<file path="src/rtl/bmd_pkg.sv">
package bmd_pkg;
  // Preamble length in bit slots; the window spans two half cells per slot.
  localparam int PRE_BITS = 4;
  localparam int WIN      = 2 * PRE_BITS;

  // Patterns with the earliest sample in the MSB, for a line that was low
  // before the preamble; the inverse forms are derived where they are used.
  localparam logic [WIN-1:0] PAT_BLOCK = 8'b1110_1000;
  localparam logic [WIN-1:0] PAT_LEFT  = 8'b1110_0010;
  localparam logic [WIN-1:0] PAT_RIGHT = 8'b1110_0100;

  typedef enum logic [1:0] {
    PRE_NONE  = 2'd0,
    PRE_BLOCK = 2'd1,
    PRE_LEFT  = 2'd2,
    PRE_RIGHT = 2'd3
  } pre_kind_e;
endpackage

</file>
<file path="src/rtl/bmd_window.sv">
module bmd_window
  import bmd_pkg::*;
(
  input  logic       clk,
  input  logic       rst_n,
  input  logic       line_in,
  output logic [1:0] pair,
  output pre_kind_e  kind
);
  logic [WIN-1:0] win_q;
  logic [WIN-1:0] win_d;
  logic [1:0]     hit_blk;
  logic [1:0]     hit_left;
  logic [1:0]     hit_right;

  always_comb begin
    win_d = {win_q[WIN-2:0], line_in};
  end

  always_ff @(posedge clk or negedge rst_n) begin
    if (!rst_n) begin
      win_q <= '0;
    end else begin
      win_q <= win_d;
    end
  end

  // One comparator set per line polarity.
  for (genvar p = 0; p < 2; p++) begin : g_pol
    localparam logic [WIN-1:0] FLIP = (p == 0) ? '0 : '1;
    assign hit_blk[p]   = (win_q == (PAT_BLOCK ^ FLIP));
    assign hit_left[p]  = (win_q == (PAT_LEFT  ^ FLIP));
    assign hit_right[p] = (win_q == (PAT_RIGHT ^ FLIP));
  end

  always_comb begin
    if (|hit_blk) begin
      kind = PRE_BLOCK;
    end else if (|hit_left) begin
      kind = PRE_LEFT;
    end else if (|hit_right) begin
      kind = PRE_RIGHT;
    end else begin
      kind = PRE_NONE;
    end
  end

  assign pair = win_q[1:0];

  // A preamble in the window cannot reappear one shift later.
  AST_FS_WINDOW: assert property (@(posedge clk) disable iff (!rst_n)
    (kind != PRE_NONE) |=> (kind == PRE_NONE));
endmodule

</file>
<file path="src/rtl/bmd_phase.sv">
module bmd_phase (
  input  logic clk,
  input  logic rst_n,
  input  logic align,
  output logic half,
  output logic locked
);
  logic half_q;
  logic half_d;
  logic locked_q;
  logic locked_d;

  // half_q is 1 when the window's two newest samples form one whole bit cell.
  always_comb begin
    half_d   = align ? 1'b0 : ~half_q;
    locked_d = locked_q | align;
  end

  always_ff @(posedge clk or negedge rst_n) begin
    if (!rst_n) begin
      half_q   <= 1'b0;
      locked_q <= 1'b0;
    end else begin
      half_q   <= half_d;
      locked_q <= locked_d;
    end
  end

  assign half   = half_q;
  assign locked = locked_q;
endmodule

</file>
<file path="src/rtl/bmd_bitout.sv">
module bmd_bitout
  import bmd_pkg::*;
#(
  parameter int SUB_BITS = 32,
  parameter int SUBS     = 2,
  parameter int SLOT_W   = $clog2(SUB_BITS * SUBS)
) (
  input  logic              clk,
  input  logic              rst_n,
  input  logic              emit,
  input  logic              align,
  input  logic [1:0]        pair,
  output logic              bit_out,
  output logic              bit_stb,
  output logic              frame_start,
  output logic [SLOT_W-1:0] slot_idx,
  output logic              hdr_slot
);
  localparam int SLOTS = SUB_BITS * SUBS;
  localparam int SUB_W = $clog2(SUB_BITS);
  localparam logic [SLOT_W-1:0] TAIL_SLOT  = SLOT_W'(PRE_BITS - 1);
  localparam logic [SLOT_W-1:0] FIRST_DATA = SLOT_W'(PRE_BITS);
  localparam logic [SLOT_W-1:0] LAST_SLOT  = SLOT_W'(SLOTS - 1);

  logic [SLOT_W-1:0] cnt_q, cnt_d;
  logic [SLOT_W-1:0] slot_q, slot_d;
  logic [SLOT_W-1:0] slot_sel;
  logic [SUB_W-1:0]  sub_pos;
  logic bit_q, bit_d;
  logic stb_q, stb_d;
  logic fs_q, fs_d;
  logic hdr_q, hdr_d;

  always_comb begin
    slot_sel = align ? TAIL_SLOT : cnt_q;
    sub_pos  = slot_sel[SUB_W-1:0];
    stb_d    = emit;
    fs_d     = align;
    bit_d    = bit_q;
    slot_d   = slot_q;
    hdr_d    = hdr_q;
    if (emit) begin
      bit_d  = pair[1] ^ pair[0];
      slot_d = slot_sel;
      hdr_d  = (sub_pos < SUB_W'(PRE_BITS));
    end
    if (align) begin
      cnt_d = FIRST_DATA;
    end else if (emit) begin
      cnt_d = (cnt_q == LAST_SLOT) ? '0 : cnt_q + 1'b1;
    end else begin
      cnt_d = cnt_q;
    end
  end

  always_ff @(posedge clk or negedge rst_n) begin
    if (!rst_n) begin
      cnt_q  <= '0;
      slot_q <= '0;
      bit_q  <= 1'b0;
      stb_q  <= 1'b0;
      fs_q   <= 1'b0;
      hdr_q  <= 1'b0;
    end else begin
      cnt_q  <= cnt_d;
      slot_q <= slot_d;
      bit_q  <= bit_d;
      stb_q  <= stb_d;
      fs_q   <= fs_d;
      hdr_q  <= hdr_d;
    end
  end

  assign bit_out     = bit_q;
  assign bit_stb     = stb_q;
  assign frame_start = fs_q;
  assign slot_idx    = slot_q;
  assign hdr_slot    = hdr_q;

  AST_STB_SPACING: assert property (@(posedge clk) disable iff (!rst_n)
    bit_stb |=> !bit_stb);
  AST_FS_PULSE: assert property (@(posedge clk) disable iff (!rst_n)
    frame_start |=> !frame_start);
  AST_FIRST_DATA: assert property (@(posedge clk) disable iff (!rst_n)
    frame_start |-> ##2 (bit_stb && slot_idx == FIRST_DATA));
endmodule

</file>
<file path="src/rtl/bmark_frame_decoder.sv">
module bmark_frame_decoder
  import bmd_pkg::*;
#(
  parameter int SUB_BITS    = 32,
  parameter int SUBS        = 2,
  parameter int SYNC_STAGES = 2,
  parameter int SLOT_W      = $clog2(SUB_BITS * SUBS)
) (
  input  logic              clk,
  input  logic              rst_n,
  input  logic              line_in,
  output logic              bit_out,
  output logic              bit_stb,
  output logic              frame_start,
  output logic [SLOT_W-1:0] slot_idx,
  output logic              hdr_slot
);
  logic [SYNC_STAGES-1:0] rs_q;
  logic                   rst_int_n;
  logic [1:0]             pair;
  pre_kind_e              kind;
  logic                   align;
  logic                   half;
  logic                   locked;
  logic                   emit;

  // Reset asserts at once and leaves after SYNC_STAGES clock edges.
  always_ff @(posedge clk or negedge rst_n) begin
    if (!rst_n) begin
      rs_q <= '0;
    end else begin
      rs_q <= {rs_q[SYNC_STAGES-2:0], 1'b1};
    end
  end
  assign rst_int_n = rs_q[SYNC_STAGES-1];

  bmd_window u_window (
    .clk     (clk),
    .rst_n   (rst_int_n),
    .line_in (line_in),
    .pair    (pair),
    .kind    (kind)
  );

  // Only frame-opening preambles steer phase and numbering.
  assign align = (kind == PRE_BLOCK) || (kind == PRE_LEFT);

  bmd_phase u_phase (
    .clk    (clk),
    .rst_n  (rst_int_n),
    .align  (align),
    .half   (half),
    .locked (locked)
  );

  assign emit = half & locked;

  bmd_bitout #(
    .SUB_BITS (SUB_BITS),
    .SUBS     (SUBS),
    .SLOT_W   (SLOT_W)
  ) u_bitout (
    .clk         (clk),
    .rst_n       (rst_int_n),
    .emit        (emit),
    .align       (align),
    .pair        (pair),
    .bit_out     (bit_out),
    .bit_stb     (bit_stb),
    .frame_start (frame_start),
    .slot_idx    (slot_idx),
    .hdr_slot    (hdr_slot)
  );
endmodule

</file>
<file path="config.mk">
export PLATFORM = sky130hd
export DESIGN_NAME = bmark_frame_decoder
export DESIGN_NICKNAME = d
export VERILOG_FILES = /design/src/rtl/bmd_pkg.sv /design/src/rtl/bmd_window.sv /design/src/rtl/bmd_phase.sv /design/src/rtl/bmd_bitout.sv /design/src/rtl/bmark_frame_decoder.sv
export SDC_FILE = /design/constraint.sdc
export NUM_CORES = 1
export LEC_CHECK = 0
export ABC_AREA = 1
export CAP_MARGIN = 25
export CORE_ASPECT_RATIO = 1.4
export CORE_MARGIN = 4
export CORE_UTILIZATION = 54
export CTS_BUF_LIST = sky130_fd_sc_hd__clkbuf_8 sky130_fd_sc_hd__clkbuf_16
export DETAILED_ROUTE_END_ITERATION = 10
export DONT_BUFFER_PORTS = 1
export PLACE_DENSITY = 0.75
export SKIP_LAST_GASP = 1
export SLEW_MARGIN = 20
export SYNTH_ARGS = -nofsm -noshare
export SYNTH_HDL_FRONTEND = slang
export SYNTH_HIERARCHICAL = 1
export SYNTH_SLANG_ARGS = --single-unit
</file>
<file path="constraint.sdc">
create_clock -name clk -period 1 [get_ports clk]
set_clock_uncertainty 0.15 [all_clocks]
set_input_delay 0.05 -clock clk [delete_from_list [all_inputs] [get_ports clk]]
set_output_delay 0.05 -clock clk [all_outputs]
set_load 0.01 [all_outputs]
</file>
==> results of run 1 <==
## kinds of logic (layout without fill, tap and decap cells)
family | Yosys count | after routing | share of synthesized area, %
AOI/OAI and AO/OA | 14 | 14 | 6.23
xor gates and xnor gates | 1 | 1 | 0.704
adders and majority gates | 1 | 1 | 1.00
buffers and inverters | 29 | 52 | 10.8
DFF | 28 | 28 | 56.3
other | 1 | 1 | 0.301
and+or+nand+nor | 76 | 76 | 24.7
## worst max-delay path: stages, from the launching register on
cell and delay [ps]:
dfrtp_1 430, inv_1 110, nand2_1 70, nor2_2 90, nand2_1 60, nand2_1 50
inv_1 50, nand2_2 90, inv_2 40, nand2_2 70, nand2_4 80, buf_4 150
a21oi_1 150, o21ai_1 80
## per-stage QoR
step | total power, W | setup TNS, ps
finish | 0.00379 | -11810
global route | 0.00403 | -13820
CTS | 0.00374 | -10810
detailed placement | 0.00279 | -10450
global placement | 0.00276 | -9650
floorplan | 0.00243 | -7650
## state kept, by name, summed over array words and instances, names as in the netlist
signal / flops
u_phase/locked: 1
u_bitout/bit_out: 1
rs_q: 2
u_phase/half: 1
u_bitout/bit_stb: 1
u_window/win_q: 8
u_bitout/hdr_slot: 1
u_bitout/cnt_q: 6
u_bitout/slot_idx: 6
u_bitout/frame_start: 1
## cell type report
cell class	instances	area (um^2)	area share, %
Clock inverter	1	30.0	1.91
Tap cell	22	27.5	1.75
Multi-Input combinational cell	93	472	30.0
Sequential cell	28	701	44.6
Clock buffer	3	41.3	2.63
Inverter	25	96.3	6.13
Timing Repair Buffer	23	204	13.0
## routing by layer
layer	global-route usage [%]	up-vias	routed length, um
met4	10.4	0	85
met2	35.5	18	1500
met3	3.68	7	90
met1	17.0	461	978
met5	0	-	0
li1	-	491	-
## power groups by stage
stage / registers, W / clock network, W / logic, W
detailed placement: 0.00179 / 0 / 0.000992
CTS: 0.00178 / 0.000886 / 0.00107
floorplan: 0.00175 / 0 / 0.000678
global placement: 0.00179 / 0 / 0.000972
finish: 0.00178 / 0.000888 / 0.00113
global route: 0.00182 / 0.000957 / 0.00125
## synth_stat cells
master / n
ha_1: 1
inv_2: 2
conb_1: 1
buf_4: 2
o21bai_1: 1
nand3_1: 5
nor2_2: 3
nor2_1: 16
inv_1: 22
nand2_1: 50
nor3_1: 1
nor2_4: 1
dfrtp_1: 28
inv_4: 1
a21oi_1: 5
xnor2_1: 1
o21a_1: 1
buf_6: 2
o21ai_1: 6
o31ai_1: 1
## how the worst min path moves through the flow
| stage | from | endpoint | slack, ps | depth (start not counted) |
|---|---|---|---|---|
| 6_report | rs_q[1]$_DFF_PN0_ | u_bitout/cnt_q[3]$_DFFE_PN0P_ | 80 | 1 |
| 4_1_cts | rs_q[1]$_DFF_PN0_ | u_bitout/cnt_q[0]$_DFFE_PN0P_ | 90 | 1 |
| 5_1_grt | rs_q[1]$_DFF_PN0_ | u_bitout/cnt_q[2]$_DFFE_PN0P_ | 110 | 1 |
| 3_5_place_dp | rst_n | rs_q[0]$_DFF_PN0_ | -400 | 0 |
| 3_3_place_gp | rst_n | rs_q[1]$_DFF_PN0_ | -400 | 0 |
| 2_1_floorplan | rst_n | rs_q[0]$_DFF_PN0_ | -400 | 0 |
## repair_timing
action                                 in CTS  in global routing
endpoints found under the hold margin       3                  0
hold buffers                                3                  0
pin swaps                                   6                  7
setup endpoints to repair                  17                 17
buffers inserted                            3                  4
gates resized for setup                    11                 10
==> summary by stage, run 1 <==
Placed design
The placer congestion estimate is about 0.83. In this run the tool buffered the top-level ports with 0 buffer cells. The number of placed instances with taps included is 183. The post-place instance area is 1370 um^2. The pre-CTS setup slack is -730 ps. After legalization and detailed placement, the total HPWL measured 1700 um.

Timing
The number of pins with negative max-slew slack in the final report was 0. Setup repair after global routing could not meet its margin everywhere. The share of the clock period used by the worst path is 178%.

Hold timing on the final database bottoms out at a slack of 81.3 ps. The number of failing hold endpoints at the final stage is 0. The shortest clock period the worst path allows after layout is 1780 ps.

The setup slack of the critical path after layout is -780 ps. Setup violations remaining at the end of the flow were counted as 17. The highest clock rate is 0.562 GHz.

Routing
The final layout contains routed wiring with a total length of 2650 um. The number of antenna-violating nets in the routed design is 0. The number of DRC violations after detailed-routing iteration 0 is 13. For this run, design rule violations remaining after detail routing come to 0. The via density per instance is 5.01. The detailed-route wire length per cell is approximately 14 um.

The first detailed-routing pass took 4 iterations. The number of vias in the routed layout is 977.

Setup path
In this run the critical register-to-register path is launched from u_window/win_q[1]$_DFF_PN0_. The class of the most critical setup path is reg -> reg. The capturing element of the worst setup path is u_bitout/hdr_slot$_DFFE_PN0P_. Along the worst path, the maximum fanout reaches 6. The most critical setup path has its startpoint at u_window/win_q[1]$_DFF_PN0_. The worst reg2reg path endpoint is u_bitout/hdr_slot$_DFFE_PN0P_. The setup slack on the worst flop-to-flop path is -780 ps.

The required time of the critical path is a little over 1000 ps. The worst setup path is captured at a flop. Data on the critical path arrives at its endpoint at between 1500 and 2000 ps. Measured in cells, the most critical reg-to-reg path has a length of 13. The startpoint kind of the worst setup timing path is a flop.

Final layout
The library cells used most frequently in the layout, excluding fill and tap cells, are 44 x nand2_1, 28 x dfrtp_1, 16 x buf_4, 16 x inv_1, 14 x nor2_1. The post-synthesis to final-layout area growth is 26.2%. For this run, the post-layout net count is 178. The share of cells above drive strength 1 is 28.3%.

The final design instance area without fill is 1570 um^2. The library cell used most frequently in the layout, excluding fill and tap cells, is nand2_1. The end-of-flow core utilization is 72.2%. The filler cell count in the final layout is 158. The post-layout instance count excluding filler cells is 195. The count of inserted antenna diode cells is 0.

Global route
The initial antenna violation count is 0. Entering global routing, the biggest net connects 27 pins. The first global-routing pass estimated roughly 4400 um of wire. The remaining global-route overflow is 0.

The overall routing resource usage is 18.3%. The via count of the first global-routing pass is roughly 1000.

Yosys
The post-synthesis average cell area is 8.30 um^2. The post-synthesis instance area is 1240 um^2. The netlist uses 20 different library cells. The synthesized design devotes to its leading area cell type between 50% and 60% of total area. The flop and latch count out of synthesis is 28. Of all cell types, the one taking the most synthesized area is dfrtp_1.

Synthesis produced a netlist with a net count of 154. The count of synthesis-stage warnings from yosys is 6. Yosys attributes the largest share of cell area to dfrtp_1 56%, nand2_1 15%, inv_1 6.6%. The sequential cell area fraction in the yosys report is 56.3%. The synthesized instance count is 150.

Pwr
The cell leakage power is 0.810 nW. The clock network burns a little under a quarter of the power. The worst-case IR drop observed on VDD is between 1.5 and 2 mV.

The fraction of power consumed by sequential logic is 46.9%. The fraction of power spent switching nets is about a third. The areal power density over the cells is ~2400 nW/um^2.

The share of total power in combinational logic is 29.7%. In this run the power spent charging and discharging nets is 0.00130 W. The internal power component is about 0.0025 W.

Status
The checks that failed: setup timing. The flow ran to the end, but the final reports show violations.

Clock tree
The maximum level of the CTS H-tree is 1. The clock drives 28 sinks. The clock reaches the later pin of the worst-skew pair after 280 ps. The CTS tree is built. In this run the deepest clock path goes through 2 buffers.

The total CTS buffers is 3. The clock-pin slew reported for the worst setup and hold paths after clock tree synthesis is around 90 ps. The tree is rooted in a clkbuf_8.

Floorplanning
13 I/O pins were placed. The core region is 2180 um^2. In this run the core area contains 20 standard-cell rows. The initial cell density of the core is 57.2%. The floorplan die width is just under 50 um.

The floorplan step defined a die boundary enclosing 3150 um^2. The height of the die is 64.8 um.

Hold path
The class of the tightest hold or removal check is reg -> async.

Flow run
Across the run, the number of max-cap violations was 0.
Note: power is estimated with default switching activity, not from simulation.
==> run 2: changes to the inputs <==
--- a/config.mk
+++ b/config.mk
@@ -6,7 +6,6 @@
 export NUM_CORES = 1
 export LEC_CHECK = 0
 export ABC_AREA = 1
-export CAP_MARGIN = 25
 export CORE_ASPECT_RATIO = 1.4
 export CORE_MARGIN = 4
 export CORE_UTILIZATION = 54
==> constraint.sdc (replaced) <==
create_clock -name clk -period 1.5 [get_ports clk]
set_clock_uncertainty 0.15 [all_clocks]
set_input_delay 0.075 -clock clk [delete_from_list [all_inputs] [get_ports clk]]
set_output_delay 0.075 -clock clk [all_outputs]
set_load 0.01 [all_outputs]
==> summary by stage, run 2 (synthesis results as in run 1) <==
Status
The flow ran to the end, but the final reports show violations. The checks that failed: setup timing.

Timing
Setup repair after global routing could not meet its margin everywhere. The share of the clock period used by the worst path came to 117% (-61 points). The setup-violating endpoint count in the final report was 16 (-1). The number of failing hold endpoints at the final stage is 0 (unchanged). The number of pins with negative max-slew slack in the final report came to 0 (unchanged).

The shortest clock period the worst path allows after layout was 1750 ps (-28.0 ps). The setup slack of the critical path after layout is -252 ps (+528 ps). The worst hold margin came to 41.4 ps (-39.9 ps). The highest clock rate is 0.571 GHz (+1.6%).

Flow run
The number of max-cap violations is 0 (unchanged).

Clock tree
The maximum level of the CTS H-tree is 1 (unchanged). The maximum buffer depth of the clock tree came to 2 (unchanged). The clock-pin slew reported for the worst setup and hold paths after clock tree synthesis is 90 ps (about the same). The TritonCTS sink count was 28 (unchanged). TritonCTS built the clock tree. The total CTS buffers is 3 (unchanged). The insertion delay of the later-clocked pin in the worst-skew pair is 270 ps (about the same).

The root buffer cell is clkbuf_8.

Final layout
The commonest non-fill, non-tap cell in the layout is nand2_1. The register with the most flip-flops in the final layout is u_window/win_q. The combined flip-flop and latch cell area is 701 um^2 (unchanged). The count of inserted antenna diode cells came to 0 (unchanged).

From synthesis to final layout, the design area changed by 16.0%. The area of the multi-input gates is 459 um^2 (-2.7%). The share of cells above drive strength 1 is 23.9% (-4.4 points). The library cells used most frequently in the layout, excluding fill and tap cells, are 43 x nand2_1, 28 x dfrtp_1, 16 x inv_1.

The number of flip-flops under the largest register name came to 8 (unchanged). The final-stage net count was 168 (-5.6%). The final design instance area without fill came to 1440 um^2 (-8.1%). The filler cell count in the final layout was 176 (+11%).

Pwr
The highest ir drop seen on vdd came to 1.07 mV (-36%). The cell leakage power is 0.739 nW (-8.8%). The areal power density over the cells was 1560 nW/um^2 (-35%).

Setup path
On the critical path, the stage with the largest delay is an instance of dfrtp_1. The most prevalent standard cell on the critical path is nand2_1. The capturing element type of the critical path is a flop. The largest fanout of any net on the critical path is 5 (-1). Traced cell by cell, the critical path runs through inv_1 > nand2_1 > nor2_1 > nand2_1 > nand2_1 > inv_2 > nand2_2 > buf_4 > nand2_2 > nand2_4 > nor2_4 > inv_2 > nor2_2 > nand3_1 > nand2_1.

The cell family contributing the most delay on the critical path is simple AND/OR/NAND/NOR gates. The worst endpoint data arrival time is 1820 ps (about the same). STA classifies the critical path startpoint as a flop. The delay of the slowest cell on the worst path is 390 ps (-40 ps). The required time of the critical path is 1570 ps (+540 ps). The critical path in this run is classified as reg -> reg. The critical path buffer and inverter count is 4 (unchanged).

Routing
The number of iterations in the first detailed-routing pass is 4 (unchanged). The via density per instance was 5.05 (+0.77%). The remaining design rule violation count is 0 (unchanged). The detailed-route wire length per cell is 11.9 um (-13%).

The number of antenna-violating nets in the routed design is 0 (unchanged). The number of vias in the routed layout was 934 (-4.4%). The number of DRC violations after detailed-routing iteration 0 was 16 (+3). The total routed wirelength is 2200 um (-17%).

Floorplanning
The number of top-level pins is 13 (unchanged). The floorplan die width is 48.6 um (unchanged). The row count is 20 (unchanged). The area inside the core boundary came to 2180 um^2 (unchanged). The initial cell density of the core is 57.2% (unchanged). The total die area is 3150 um^2 (unchanged). The height of the die is 64.8 um (unchanged).

Global route
The first-pass GRT wire length is 4130 um (-5.2%). The remaining global-route overflow is 0 (unchanged). The via count of the first global-routing pass is 976 (-4.3%). The largest net degree at the start of global routing is 16 (-41%). The overall routing resource usage came to 16.4% (-1.8 points). The initial antenna violation count is 0 (unchanged).

Placed design
The placer congestion estimate was 0.835 (+0.97%). The post-detailed-placement half-perimeter wirelength is 1640 um (-3.8%). The number of buffers inserted by port buffering is 0 (unchanged). The post-place instance area was 1300 um^2 (-5.3%).

Hold path
The tightest min-delay check is of the reg -> async type.
[run 2: worst paths after layout]
check / start / end / slack, ps / cells after the start
max: u_window/win_q[2]$_DFF_PN0_ / u_bitout/cnt_q[5]$_DFFE_PN0P_ / -250 / 15
min: rs_q[1]$_DFF_PN0_ / u_bitout/frame_start$_DFF_PN0_ / 40 / 1
max reg2reg: u_window/win_q[2]$_DFF_PN0_ / u_bitout/cnt_q[5]$_DFFE_PN0P_ / -250 / 15
min reg2reg: rs_q[1]$_DFF_PN0_ / u_bitout/frame_start$_DFF_PN0_ / 40 / 1
max in group asynchronous: rst_n / rs_q[1]$_DFF_PN0_ / 670 / 2
min in group clk: rs_q[0]$_DFF_PN0_ / rs_q[1]$_DFF_PN0_ / 200 / 0
[run 2: power by group]
| part | leakage [nW] | switching (W) | internal [W] | total, W |
|---|---|---|---|---|
| Sequential | 0.335 | 0.000236 | 0.000965 | 0.00120 |
| Clock | 0.0288 | 0.000221 | 0.000235 | 0.000456 |
| Combinational | 0.375 | 0.000348 | 0.000247 | 0.000595 |
[run 2: worst reg2reg max path, cell delays in order, from the launching register on]
cell and delay [ps]:
dfrtp_1 390, inv_1 60, nand2_1 80, nor2_1 50, nand2_1 60, nand2_1 60, inv_2 70, nand2_2 60
buf_4 130, nand2_2 70, nand2_4 70, nor2_4 110, inv_2 70, nor2_2 100, nand3_1 80, nand2_1 70
[run 2: stage by stage]
step | total power, W | instances | setup WS [ps] | TNS (ps) | util, %
2_1_floorplan | 0.00162 | 150 | -79.2 | -309 | -
4_1_cts | 0.00227 | 185 | -259 | -2920 | 65.7
3_5_place_dp | 0.00176 | 175 | -230 | -2300 | 59.7
3_3_place_gp | 0.00173 | 175 | -175 | -1390 | 59.7
5_1_grt | 0.00244 | 185 | -388 | -5370 | 66.3
6_report | 0.00225 | 185 | -252 | -3130 | 66.3
[run 2: what timing repair did]
item / 4_1_cts / 5_1_grt
endpoints found under the setup margin: 16 / 16
endpoints found under the hold margin: 3 / 0
hold buffers: 3 / 0
pin swaps: 6 / 5
gates resized for setup: 9 / 8
setup buffers: 3 / 0
[run 2: layout make-up]
cell class              count  share of cell area [%]
flip-flops and latches     28                    48.5
multi-input cells          93                    31.8
repair buffers             13                    7.28
inverters                  25                    6.67
clock buffers               4                    3.81
well taps                  22                    1.91
[run 2: metal layers]
| metal | GRT usage, % | wire length (um) | up-vias |
|---|---|---|---|
| li1 | - | - | 471 |
| met1 | 17.9 | 921 | 439 |
| met2 | 29.4 | 1140 | 17 |
| met3 | 2.76 | 75 | 7 |
| met4 | 9.43 | 59 | 0 |
| met5 | 0 | 0 | - |
==> run 3: changes to the inputs <==
==> constraint.sdc (replaced) <==
create_clock -name clk -period 1.45 [get_ports clk]
set_clock_uncertainty 0.15 [all_clocks]
set_input_delay 0.0725 -clock clk [delete_from_list [all_inputs] [get_ports clk]]
set_output_delay 0.0725 -clock clk [all_outputs]
set_load 0.01 [all_outputs]
==> summary by stage, run 3 (synthesis results as in run 1) <==
Global route
The first-pass GRT wire length is 3900 um (-5.7%). The initial antenna violation count is 0 (unchanged). The via count of the first global-routing pass is 917 (-6.0%). The largest net degree at the start of global routing is 25 (+9).

The fraction of met1 tracks used by global routing is 19.6% (+1.7 points). The met3 routing resource usage after global routing was 2.76% (unchanged). The layer with the highest usage after global routing is met2. The remaining global-route overflow is 0 (unchanged). The met2 track utilization from global routing is 25.3% (-4.1 points). The overall routing resource usage came to 15.2% (-1.3 points).

Clock tree
The insertion delay of the later-clocked pin in the worst-skew pair is 260 ps (about the same). The clock-pin slew reported for the worst setup and hold paths after clock tree synthesis is 80 ps (about the same). The TritonCTS sink count came to 28 (unchanged). The root buffer cell is clkbuf_8. TritonCTS built the clock tree. The maximum level of the CTS H-tree is 1 (unchanged). The maximum buffer depth of the clock tree is 2 (unchanged).

The total CTS buffers was 3 (unchanged).

Routing
The via density per instance is 5.12 (+1.4%). The total routed wirelength is 2270 um (+3.2%). The remaining design rule violation count was 0 (unchanged). The detailed-route wire length per cell came to 12.3 um (+3.2%).

The number of iterations in the first detailed-routing pass was 4 (unchanged). The number of DRC violations after detailed-routing iteration 0 is 41 (+25). The number of vias in the routed layout is 947 (+1.4%).

The number of antenna-violating nets in the routed design is 0 (unchanged).

Setup path
The worst setup path is launched from a flop. The critical path is of the reg -> reg type. Traced cell by cell, the critical path runs through inv_2 > nand2_2 > nor2_2 > nand2_1 > nand2_1 > inv_2 > nand2_2 > inv_2 > nand2_2 > nand2_4 > buf_4 > buf_4 > inv_1 > nand2_1. The delay of the slowest cell on the worst path is 430 ps (+40 ps). The source of the worst register-to-register timing path is u_window/win_q[0]$_DFF_PN0_. The cell family contributing the most delay on the critical path is simple AND/OR/NAND/NOR gates.

The slowest stage of the critical path belongs to the cell dfrtp_1. The worst reg2reg path endpoint is u_phase/locked$_DFF_PN0_. The critical path buffer and inverter count is 6 (+2). The largest fanout of any net on the critical path is 6 (+1).

The setup slack on the worst flop-to-flop path was -280 ps (-30 ps). The capturing element type of the critical path is a flop. The required time of the critical path is 1460 ps (-110 ps). The worst endpoint data arrival time is 1740 ps (-80 ps). The number of cell instances on the worst register-to-register path is 14 (-1).

Placed design
The number of buffers inserted by port buffering is 0 (unchanged). The placer congestion estimate is 0.887 (+6.2%). The post-detailed-placement half-perimeter wirelength is 1590 um (-3.0%).

Floorplanning
The total die area is 3150 um^2 (unchanged). The height of the die was 64.8 um (unchanged). The row count is 20 (unchanged).

The area inside the core boundary came to 2180 um^2 (unchanged). The floorplan die width is 48.6 um (unchanged). The initial cell density of the core is 57.2% (unchanged). The number of top-level pins is 13 (unchanged).

Timing
The worst hold margin was 95.4 ps (+54.0 ps). The number of failing hold endpoints at the final stage is 0 (unchanged). The share of the clock period used by the worst path is 119% (+2.4 points). The number of pins with negative max-slew slack in the final report came to 0 (unchanged). The setup-violating endpoint count in the final report is 16 (unchanged).

The highest clock rate is 0.578 GHz (+1.3%). The setup slack of the critical path after layout is -279 ps (-27.0 ps). The shortest clock period the worst path allows after layout was 1730 ps (-23.0 ps).

Setup repair after global routing could not meet its margin everywhere.

Final layout
In the layout the commonest cells are 43 x nand2_1, 28 x dfrtp_1, 15 x inv_1. The share of cells above drive strength 1 came to 24.5% (+0.61 points). The post-synthesis to final-layout area growth came to 15.9% (about the same). The filler cell count in the final layout is 172 (-2.3%). The final-stage net count is 169 (+0.60%). The largest register by flop count is u_window/win_q. The end-of-flow core utilization came to 66.3% (about the same). The number of flip-flops under the largest register name is 8 (unchanged). The library cell used most frequently in the layout, excluding fill and tap cells, is nand2_1. The count of inserted antenna diode cells was 0 (unchanged).

Pwr
The cell leakage power is 0.736 nW (-0.40%). The highest ir drop seen on vdd was 1.02 mV (-4.6%). The areal power density over the cells was 1580 nW/um^2 (+1.5%).

Flow run
The number of max-cap violations came to 0 (unchanged).

Hold path
The path class of the tightest hold or removal check is reg -> async.

Status
The flow ran to the end, but the final reports show violations. The final reports fail on setup timing.
run 3: cell count changes in the layout (fill, tap and decap cells not counted), sizes merged:
cell,delta
clkbuf,-1
dlygate4sd3,+1
run 3: metal layers:
metal  part of all wire [%]  vias up
met5                      0        -
met4                    2.2        0
met3                    4.1        6
met2                     50       25
met1                     44      445
li1                       -      471
run 3: worst max path at each step:
stage                                startpoint                                to  slack (ps)  cells after the start
floorplan           u_window/win_q[6]$_DFF_PN0_     u_bitout/cnt_q[5]$_DFFE_PN0P_        -130                     15
global placement    u_window/win_q[6]$_DFF_PN0_     u_bitout/cnt_q[5]$_DFFE_PN0P_        -200                     15
detailed placement  u_window/win_q[6]$_DFF_PN0_     u_bitout/cnt_q[5]$_DFFE_PN0P_        -250                     15
global route        u_window/win_q[1]$_DFF_PN0_     u_bitout/cnt_q[5]$_DFFE_PN0P_        -420                     15
finish              u_window/win_q[0]$_DFF_PN0_          u_phase/locked$_DFF_PN0_        -280                     14
CTS                 u_window/win_q[6]$_DFF_PN0_  u_bitout/slot_idx[0]$_DFFE_PN0P_        -260                     14
run 3: timing repair:
action	in CTS	in global routing
setup endpoints to repair	16	16
hold buffers	4	0
pin swaps	3	7
endpoints found under the hold margin	5	0
resized for setup	6	13
setup buffers	1	2
run 3: stage by stage:
stage / setup WS [ps] / instances / TNS, ps / total power [W] / instance area (um^2)
2_1_floorplan: -129 / 150 / -740 / 0.00168 / 1260
4_1_cts: -260 / 183 / -2990 / 0.00226 / 1400
6_report: -279 / 185 / -3420 / 0.00228 / 1440
3_5_place_dp: -251 / 175 / -2850 / 0.00183 / 1300
3_3_place_gp: -204 / 175 / -2090 / 0.00180 / 1300
5_1_grt: -424 / 185 / -5760 / 0.00249 / 1440
run 3: where the power goes:
group	internal, W	total (W)	switching, W	leakage [nW]
logic	0.000266	0.000643	0.000377	0.379
clock network	0.000186	0.000394	0.000209	0.0216
registers	0.000998	0.00125	0.000249	0.335
run 3: cell type report:
| cell class | count | area [um^2] | share of cell area [%] |
|---|---|---|---|
| inverters | 25 | 96.3 | 6.68 |
| well taps | 22 | 27.5 | 1.91 |
| clock buffers | 3 | 41.3 | 2.86 |
| flip-flops and latches | 28 | 701 | 48.6 |
| multi-input cells | 93 | 462 | 32.0 |
| repair buffers | 14 | 115 | 7.98 |
